$ cat src/rtl/pirq_pkg.sv
package pirq_pkg;
  localparam int unsigned PIN_CNT  = 4;
  localparam int unsigned PIRQ_CNT = 4;
  localparam int unsigned BYTE_W   = 8;
  localparam int unsigned OFF_BIT  = 7;
  localparam logic [BYTE_W-1:0] ROUTE_RST = 8'h80;

  // slot-based pin rotation; +3 is -1 modulo 4
  function automatic logic [1:0] pirq_of(int unsigned slot, int unsigned pin);
    return 2'((pin + slot + PIRQ_CNT - 1) % PIRQ_CNT);
  endfunction
endpackage

$ cat src/rtl/pirq_swizzle.sv
module pirq_swizzle
  import pirq_pkg::*;
#(
  parameter int unsigned NUM_SLOTS = 4,
  localparam int unsigned REQ_W = NUM_SLOTS * PIN_CNT
) (
  input  logic [REQ_W-1:0]    req_i,
  output logic [PIRQ_CNT-1:0] lvl_o
);
  for (genvar q = 0; q < PIRQ_CNT; q++) begin : g_line
    logic [REQ_W-1:0] hit;
    for (genvar s = 0; s < NUM_SLOTS; s++) begin : g_slot
      for (genvar p = 0; p < PIN_CNT; p++) begin : g_pin
        assign hit[s*PIN_CNT+p] = (pirq_of(s, p) == 2'(q)) ? req_i[s*PIN_CNT+p] : 1'b0;
      end
    end
    assign lvl_o[q] = |hit;
  end
endmodule

$ cat src/rtl/pirq_route_regs.sv
module pirq_route_regs
  import pirq_pkg::*;
#(
  parameter int unsigned SEL_W = 4
) (
  input  logic                           clk_i,
  input  logic                           rst_ni,
  input  logic                           we_i,
  input  logic [1:0]                     addr_i,
  input  logic [BYTE_W-1:0]              wdata_i,
  output logic [BYTE_W-1:0]              rdata_o,
  output logic [PIRQ_CNT-1:0]            off_o,
  output logic [PIRQ_CNT-1:0][SEL_W-1:0] sel_o
);
  logic [PIRQ_CNT-1:0][BYTE_W-1:0] route_q;

  for (genvar k = 0; k < PIRQ_CNT; k++) begin : g_byte
    always_ff @(posedge clk_i or negedge rst_ni) begin
      if (!rst_ni)                       route_q[k] <= ROUTE_RST;
      else if (we_i && addr_i == 2'(k)) route_q[k] <= wdata_i;
    end
    assign off_o[k] = route_q[k][OFF_BIT];
    assign sel_o[k] = route_q[k][SEL_W-1:0];
  end

  assign rdata_o = route_q[addr_i];


  wr_hold_chk: assert property (@(posedge clk_i) disable iff (!rst_ni)
    we_i |=> route_q[$past(addr_i)] == $past(wdata_i));

  route_stable_chk: assert property (@(posedge clk_i) disable iff (!rst_ni)
    !we_i |=> $stable(route_q));
endmodule

$ cat src/rtl/pirq_merge.sv
module pirq_merge
  import pirq_pkg::*;
#(
  parameter int unsigned     NUM_IRQ   = 16,
  parameter logic [NUM_IRQ-1:0] RSVD_MASK = 16'h2107,
  localparam int unsigned    SEL_W     = $clog2(NUM_IRQ)
) (
  input  logic                           clk_i,
  input  logic                           rst_ni,
  input  logic [PIRQ_CNT-1:0]            lvl_i,
  input  logic [PIRQ_CNT-1:0]            off_i,
  input  logic [PIRQ_CNT-1:0][SEL_W-1:0] sel_i,
  output logic [NUM_IRQ-1:0]             irq_o
);
  logic [PIRQ_CNT-1:0][NUM_IRQ-1:0] fan;
  logic [NUM_IRQ-1:0]               irq_d;

  for (genvar k = 0; k < PIRQ_CNT; k++) begin : g_fan
    logic live;
    assign live   = !off_i[k] && !RSVD_MASK[sel_i[k]] && lvl_i[k];
    assign fan[k] = live ? (NUM_IRQ'(1) << sel_i[k]) : '0;
  end

  always_comb begin
    irq_d = '0;
    for (int k = 0; k < PIRQ_CNT; k++) irq_d |= fan[k];
  end

  always_ff @(posedge clk_i or negedge rst_ni) begin
    if (!rst_ni) irq_o <= '0;
    else         irq_o <= irq_d;
  end


  idle_quiet_chk: assert property (@(posedge clk_i) disable iff (!rst_ni)
    lvl_i == '0 |=> irq_o == '0);

  rsvd_silent_chk: assert property (@(posedge clk_i) disable iff (!rst_ni)
    (irq_o & RSVD_MASK) == '0);

  fan_bound_chk: assert property (@(posedge clk_i) disable iff (!rst_ni)
    1'b1 |=> $countones(irq_o) <= $countones($past(lvl_i)));
endmodule

$ cat src/rtl/pirq_steer.sv
module pirq_steer
  import pirq_pkg::*;
#(
  parameter int unsigned        NUM_SLOTS = 4,
  parameter int unsigned        NUM_IRQ   = 16,
  parameter logic [NUM_IRQ-1:0] RSVD_MASK = 16'h2107,
  localparam int unsigned       REQ_W     = NUM_SLOTS * PIN_CNT,
  localparam int unsigned       SEL_W     = $clog2(NUM_IRQ)
) (
  input  logic               clk_i,
  input  logic               rst_ni,
  input  logic [REQ_W-1:0]   req_i,
  input  logic               cfg_we_i,
  input  logic [1:0]         cfg_addr_i,
  input  logic [BYTE_W-1:0]  cfg_wdata_i,
  output logic [BYTE_W-1:0]  cfg_rdata_o,
  output logic [NUM_IRQ-1:0] irq_o
);
  logic [PIRQ_CNT-1:0]            lvl;
  logic [PIRQ_CNT-1:0]            off;
  logic [PIRQ_CNT-1:0][SEL_W-1:0] sel;

  pirq_swizzle #(.NUM_SLOTS(NUM_SLOTS)) i_swizzle (
    .req_i (req_i),
    .lvl_o (lvl)
  );

  pirq_route_regs #(.SEL_W(SEL_W)) i_regs (
    .clk_i   (clk_i),
    .rst_ni  (rst_ni),
    .we_i    (cfg_we_i),
    .addr_i  (cfg_addr_i),
    .wdata_i (cfg_wdata_i),
    .rdata_o (cfg_rdata_o),
    .off_o   (off),
    .sel_o   (sel)
  );

  pirq_merge #(.NUM_IRQ(NUM_IRQ), .RSVD_MASK(RSVD_MASK)) i_merge (
    .clk_i  (clk_i),
    .rst_ni (rst_ni),
    .lvl_i  (lvl),
    .off_i  (off),
    .sel_i  (sel),
    .irq_o  (irq_o)
  );


  req_reach_chk: assert property (@(posedge clk_i) disable iff (!rst_ni)
    (req_i != '0) |-> (lvl != '0));
endmodule

$ cat config.mk
export PLATFORM = sky130hd
export DESIGN_NAME = pirq_steer
export DESIGN_NICKNAME = d
export VERILOG_FILES = /design/src/rtl/pirq_pkg.sv /design/src/rtl/pirq_swizzle.sv /design/src/rtl/pirq_route_regs.sv /design/src/rtl/pirq_merge.sv /design/src/rtl/pirq_steer.sv
export SDC_FILE = /design/constraint.sdc
export NUM_CORES = 1
export LEC_CHECK = 0
export BUFFER_PORTS_ARGS = -buffer_cell sky130_fd_sc_hd__buf_2
export CORE_UTILIZATION = 40
export DETAILED_ROUTE_END_ITERATION = 8
export GPL_ROUTABILITY_DRIVEN = 0
export PLACE_DENSITY = 0.71
export SLEW_MARGIN = 20
export SYNTH_ARGS = -nofsm -noshare
export SYNTH_HDL_FRONTEND = slang
export SYNTH_SLANG_ARGS = --single-unit
export TNS_END_PERCENT = 1
$ cat constraint.sdc
create_clock -name clk_i -period 1.4 [get_ports clk_i]
set_input_delay 0.14 -clock clk_i [delete_from_list [all_inputs] [get_ports clk_i]]
set_output_delay 0.14 -clock clk_i [all_outputs]
set_load 0.1 [all_outputs]
==> results of run 1 <==
[final timing paths]
| check | to | cells past startpoint |
|---|---|---|
| hold reg to reg | i_regs.route_q[21]$_DFFE_PN0P_ | 1 |
| hold / removal | i_regs.off_o[0]$_DFFE_PN1P_ | 2 |
| max in group asynchronous | i_regs.off_o[3]$_DFFE_PN1P_ | 3 |
| min in group asynchronous | i_merge.irq_o[5]$_DFF_PN0_ | 2 |
| setup reg to reg | i_merge.irq_o[3]$_DFF_PN0_ | 5 |
| setup / recovery | cfg_rdata_o[3] | 2 |
[power by group]
part,switching (mW),internal [mW],total (mW)
registers,0.127,1.65,1.78
clock network,0.475,0.404,0.880
logic,1.56,0.772,2.34
[kinds of logic (layout without fill, tap and decap cells)]
logic type	Yosys count	in the layout	share of synthesized area (%)
simple gates	77	77	20.25
flops	48	48	50.18
mux	40	40	22.96
compound gates	16	16	4.894
buf+inv	6	92	1.561
other cells	1	5	0.1560
[repair_timing]
item / CTS / global route
gates resized for setup: 26 / 5
setup endpoints to repair: 8 / 12
hold endpoints to repair: 11 / 0
hold buffers: 1 / 0
setup buffers: 5 / 0
[layer usage]
metal	track usage, %	share of wire [%]	up-vias
met1	23.61	42	935
met4	8.000	2.3	0
met3	3.429	5.3	14
met2	32.65	51	74
met5	0	0	-
li1	-	-	895
[stage by stage]
step	area (um^2)	utilization (%)	power (mW)
global route	3184	56.44	5.223
finish	3184	56.44	4.992
CTS	3158	55.98	4.993
detailed placement	2935	52.03	3.929
global placement	2935	52.03	3.883
floorplan	2415	-	3.362
[flip-flops by register name, indices dropped and copies added, names as in the netlist]
register and count:
i_regs.off_o 4, i_regs.route_q 12, i_regs.sel_o 16, i_merge.irq_o 16
[layout make-up]
cell class	instances	area [um^2]
clock inverter	2	13.76
tap	72	90.09
clock buffer	6	82.58
sequential	48	1206
multi-input combinational	138	1201
timing repair buffer	84	590.6
fill	456	2457
[layout by cell type, fill, tap and decap left out, drive strengths merged, types with 3 or more instances in the layout]
| cell | Yosys | final |
|---|---|---|
| nor3 | 10 | 10 |
| clkbuf | 4 | 6 |
| nor2 | 9 | 9 |
| nor4b | 4 | 4 |
| nand3b | 4 | 4 |
| nand4 | 5 | 5 |
| nor2b | 7 | 7 |
| a31oi | 5 | 5 |
| dfrtp | 44 | 44 |
| nor4 | 7 | 7 |
| nand3 | 13 | 13 |
| nand2 | 12 | 12 |
| a21oi | 3 | 3 |
| buf | 2 | 83 |
| a22oi | 4 | 4 |
| mux4 | 8 | 8 |
| mux2 | 32 | 32 |
| conb | 1 | 5 |
| dfstp | 4 | 4 |
[worst register-to-register path: cells and delay by family (launching register included)]
| family | cells | cell delay (ps) |
|---|---|---|
| buffers and inverters | 1 | 140 |
| AND/OR/NAND/NOR | 2 | 540 |
| flip-flops | 1 | 390 |
| AO/OA/AOI/OAI | 2 | 180 |
==> key figures, run 1 <==
Global routing
  • All-Layer GR Usage: 19.11%
  • Largest net degree at the start of global routing: 38
  • First-pass GRT wire length: 9025 um
  • Initial antenna violation count: 0
  • Number of global-route vias before repair: 1858
  • Total gr overflow: 0

Setup path
  • Crit-path cells: mux4_2 -> buf_12
  • CP Max Fanout: 2
  • Arrival time at the worst endpoint: 1400 ps
  • CP Capture Type: output pin
  • Buf/Inv on CP: 1
  • Slowest cell on the critical path: mux4_2
  • Max stage delay on crit path: 520 ps
  • Flop2flop setup slack: 60 ps
  • Crit-path leading delay family: multiplexers
  • Worst reg2reg startpoint: i_regs.sel_o[15]$_DFFE_PN0P_
  • Crit path launch type: flop
  • Critical path class: flop to output pin
  • WP data required: 1260 ps
  • CP Launch Point: i_regs.sel_o[15]$_DFFE_PN0P_

Die
  • Die area: 6323 um^2
  • FP Rows: 27
  • Core footprint: 5642 um^2
  • Starting Density: 42.60%
  • Die width: 79.52 um
  • Top-Level Pins: 53
  • Die Height: 79.52 um

Timing
  • Min setup slack post-route: -140.3 ps
  • Post-route minimum period: 1540 ps
  • Max Freq: 649.2 MHz
  • Fin. Hold Viols: 0
  • Layout Skew: 4.500 ps
  • RSZ-0062 raised after global routing: true
  • Hold slack: 109.3 ps
  • Setup Viol. Count Final: 8
  • Fin. max-slew vios: 0
  • Fin Setup TNS: -990.3 ps
  • Tcrit/Tclk final: 110.0%

Layout
  • Nets: 306
  • Non-filler cells, final: 350
  • Synth-to-layout area growth: 32.48%
  • Share of layout cells above drive strength 1: 54.32%
  • Antenna Diode Count: 0

Synth
  • EDFF count, synth: 0
  • Most common cell in the netlist: dfrtp_1
  • Mapped Cells: 188
  • Post-Syn Area: 2404 um^2
  • Register area share after synthesis: 50.18%
  • Yosys warning total: 0
  • Ys async rst share: 100.0%
  • Top post-synthesis cells by area: dfrtp_1, mux2_2, mux4_2
  • Avg Cell Area, Syn: 12.78 um^2
  • Top-area cell type share of the netlist area: 45.81%
  • Largest area contributor in the netlist: dfrtp_1
  • Yosys cell types: 33
  • Most frequent cells after synthesis: dfrtp_1, mux2_2, nand2_1, nand3_1, nor3_1
  • Synth Register Bits: 48
  • Most used DFF post-synth: dfrtp_1

Power and ir drop
  • Max IR drop VDD: 0.0007876 V
  • Cell Pwr Density: 1568 nW/um^2
  • Leak pwr: 1.426 nW

Place
  • I/O Buffers: 52
  • Placement Setup Slack: -83.34 ps
  • Dpl hpwl: 4172 um
  • Placed Instances: 336

Clocking
  • Clk Tree Root Cell: clkbuf_8
  • CTS tree: yes
  • Clock buffer depth: 2
  • Clock transition at path regs: 90 ps
  • Clock latency on the worst-skew pair: 300 ps
  • Num CTS Buffers: 5
  • CTS H-tree lvls: 2
  • CTS Sinks: 48

Route
  • ANT nets after route: 0
  • Detailed-router iteration count before antenna repair: 4
  • Routed vias: 1918
  • Routed WL: 5484 um
  • Residual DRC count: 0
  • Vias per cell: 5.480
  • Starting DRC count in detailed routing: 181
  • DR WL/cell: 15.67 um

Worst hold path
  • Hold/Removal Path Class: primary input to flop
  • Hold_sp: cfg_wdata_i[7]

Run status
  • Failing checks: setup timing
  • Outcome: complete, but fails checks

Flow run
  • Max_cap viols: 0
No activity file was read; power rests on OpenSTA's default activity.
==> run 2, diff against run 1 <==
- SETUP_SLACK_MARGIN: unset -> 0.1
- SKIP_CTS_REPAIR_TIMING: unset -> 1
==> run 2 against run 1 <==
Net effect: the flow still finishes with violations (setup timing); sequential share of layout area rose by 0.64 points; global-route usage fell by 0.37 points; combinational power fell by 6%; cell count fell by 2.6%; largest power group unchanged; highest routed layer unchanged.
==> key figures, run 2 (synthesized netlist as in run 1, its figures left out) <==
Run status
  • Outcome: complete, but fails checks
  • Failing checks: setup timing

Die
  • Core footprint: 5642 um^2
  • FP Rows: 27
  • Die area: 6323 um^2
  • Top-Level Pins: 53
  • Starting Density: 42.60%
  • Die width: 79.52 um
  • Die Height: 79.52 um

Setup path
  • CP Max Fanout: 6
  • Arrival time at the worst endpoint: 1440 ps
  • Crit-path cells: mux4_2 -> buf_6
  • Crit path launch type: flop
  • Max stage delay on crit path: 480 ps
  • Slowest cell on the critical path: mux4_2
  • WP data required: 1260 ps
  • CP Capture Type: output pin
  • Critical path class: flop to output pin

Global routing
  • Initial antenna violation count: 0
  • All-Layer GR Usage: 18.74%
  • Largest net degree at the start of global routing: 49
  • Total gr overflow: 0
  • First-pass GRT wire length: 8914 um
  • Number of global-route vias before repair: 1862

Clocking
  • Clk Tree Root Cell: clkbuf_8
  • Clock latency on the worst-skew pair: 310 ps
  • CTS H-tree lvls: 2
  • Clock buffer depth: 2
  • CTS tree: yes
  • Clock transition at path regs: 100 ps
  • Num CTS Buffers: 5
  • CTS Sinks: 48

Power and ir drop
  • Cell Pwr Density: 1653 nW/um^2
  • Max IR drop VDD: 0.001003 V
  • Leak pwr: 1.389 nW

Layout
  • Filler Cells Inserted: 470
  • Nets: 297
  • Most frequent cells in the layout: buf_2, dfrtp_1, mux2_2, buf_4
  • Area of the multi-input gates: 1201 um^2
  • Synth-to-layout area growth: 30.40%
  • Sequential cell area: 1207 um^2
  • Non-filler cells, final: 341
  • Most common library cell in the layout ignoring fill and taps: buf_2
  • Antenna Diode Count: 0
  • Share of layout cells above drive strength 1: 53.53%
  • Final core utilization: 55.56%

Timing
  • Fin. max-slew vios: 0
  • Fin Setup TNS: -1075 ps
  • RSZ-0062 raised after global routing: true
  • Slew @ Worst Pin: 520.7 ps
  • Layout Skew: 18.12 ps
  • Tcrit/Tclk final: 112.8%
  • Slew HR: 65.02%
  • Max Freq: 633.4 MHz
  • Post-route minimum period: 1579 ps
  • Fin. Hold Viols: 0
  • Hold slack: 107.3 ps
  • Min setup slack post-route: -178.9 ps
  • Setup Viol. Count Final: 8

Route
  • Routed vias: 1877
  • Residual DRC count: 0
  • Starting DRC count in detailed routing: 243
  • DR WL/cell: 15.89 um
  • ANT nets after route: 0
  • Vias per cell: 5.504
  • Detailed-router iteration count before antenna repair: 4
  • Routed WL: 5417 um

Flow run
  • Max_cap viols: 0

Place
  • I/O Buffers: 52
  • Placed Instances: 331
  • Dpl hpwl: 4017 um

Worst hold path
  • Hold/Removal Path Class: primary input to flop
==> run 2: cell count changes in the layout (fill, tap and decap cells not counted), sizes merged <==
cell    before  now
buf         83   74
bufinv       0    2
clkbuf       6    5
clkinv       1    0
==> run 2: per-layer routing <==
| metal | vias to the layer above | share of wire, % | track usage, % |
|---|---|---|---|
| met3 | 17 | 7.3 | 4.457 |
| met5 | - | 0 | 0 |
| met4 | 0 | 2.2 | 7.455 |
| met2 | 87 | 49 | 31.03 |
| li1 | 868 | - | - |
| met1 | 905 | 41 | 23.51 |
==> run 2: final timing paths <==
path / to / slack (ps) / depth (start not counted) / from
min reg2reg: i_regs.route_q[30]$_DFFE_PN0P_ / 510 / 1 / i_regs.route_q[30]$_DFFE_PN0P_
max in group asynchronous: i_regs.off_o[2]$_DFFE_PN1P_ / 780 / 3 / rst_ni
max reg2reg: i_merge.irq_o[4]$_DFF_PN0_ / 80 / 3 / i_regs.sel_o[7]$_DFFE_PN0P_
max: cfg_rdata_o[3] / -180 / 2 / i_regs.sel_o[11]$_DFFE_PN0P_
min: i_regs.sel_o[4]$_DFFE_PN0P_ / 110 / 2 / cfg_wdata_i[0]
min in group asynchronous: i_merge.irq_o[6]$_DFF_PN0_ / 320 / 3 / rst_ni
==> run 2: final cells by class <==
class                      count  area share [%]
multi-input combinational    138           38.32
sequential                    48           38.52
clock buffer                   5           2.196
clock inverter                 3           2.196
timing repair buffer          75           15.89
tap                           72           2.874
==> run 2: critical path, delay by kind of cell (launching register included) <==
kind / cells / cell delay (ps)
flip-flops: 1 / 450
buffers and inverters: 1 / 200
multiplexers: 1 / 480
==> run 2: where the power goes <==
group | internal, mW | total (mW) | switching (mW)
registers | 1.65 | 1.80 | 0.152
logic | 0.680 | 2.19 | 1.51
clock network | 0.718 | 1.19 | 0.474
total | 3.05 | 5.18 | 2.13
==> run 2: per-stage QoR <==
step / instance area, um^2 / setup slack [ps] / power, mW
after floorplan: 2407 / 20.61 / 3.365
after global placement: 2890 / -111.9 / 3.853
after detailed placement: 2890 / -122.2 / 3.889
after CTS: 3028 / -307.4 / 5.087
after global routing: 3134 / -204.2 / 5.403
final: 3134 / -178.9 / 5.182
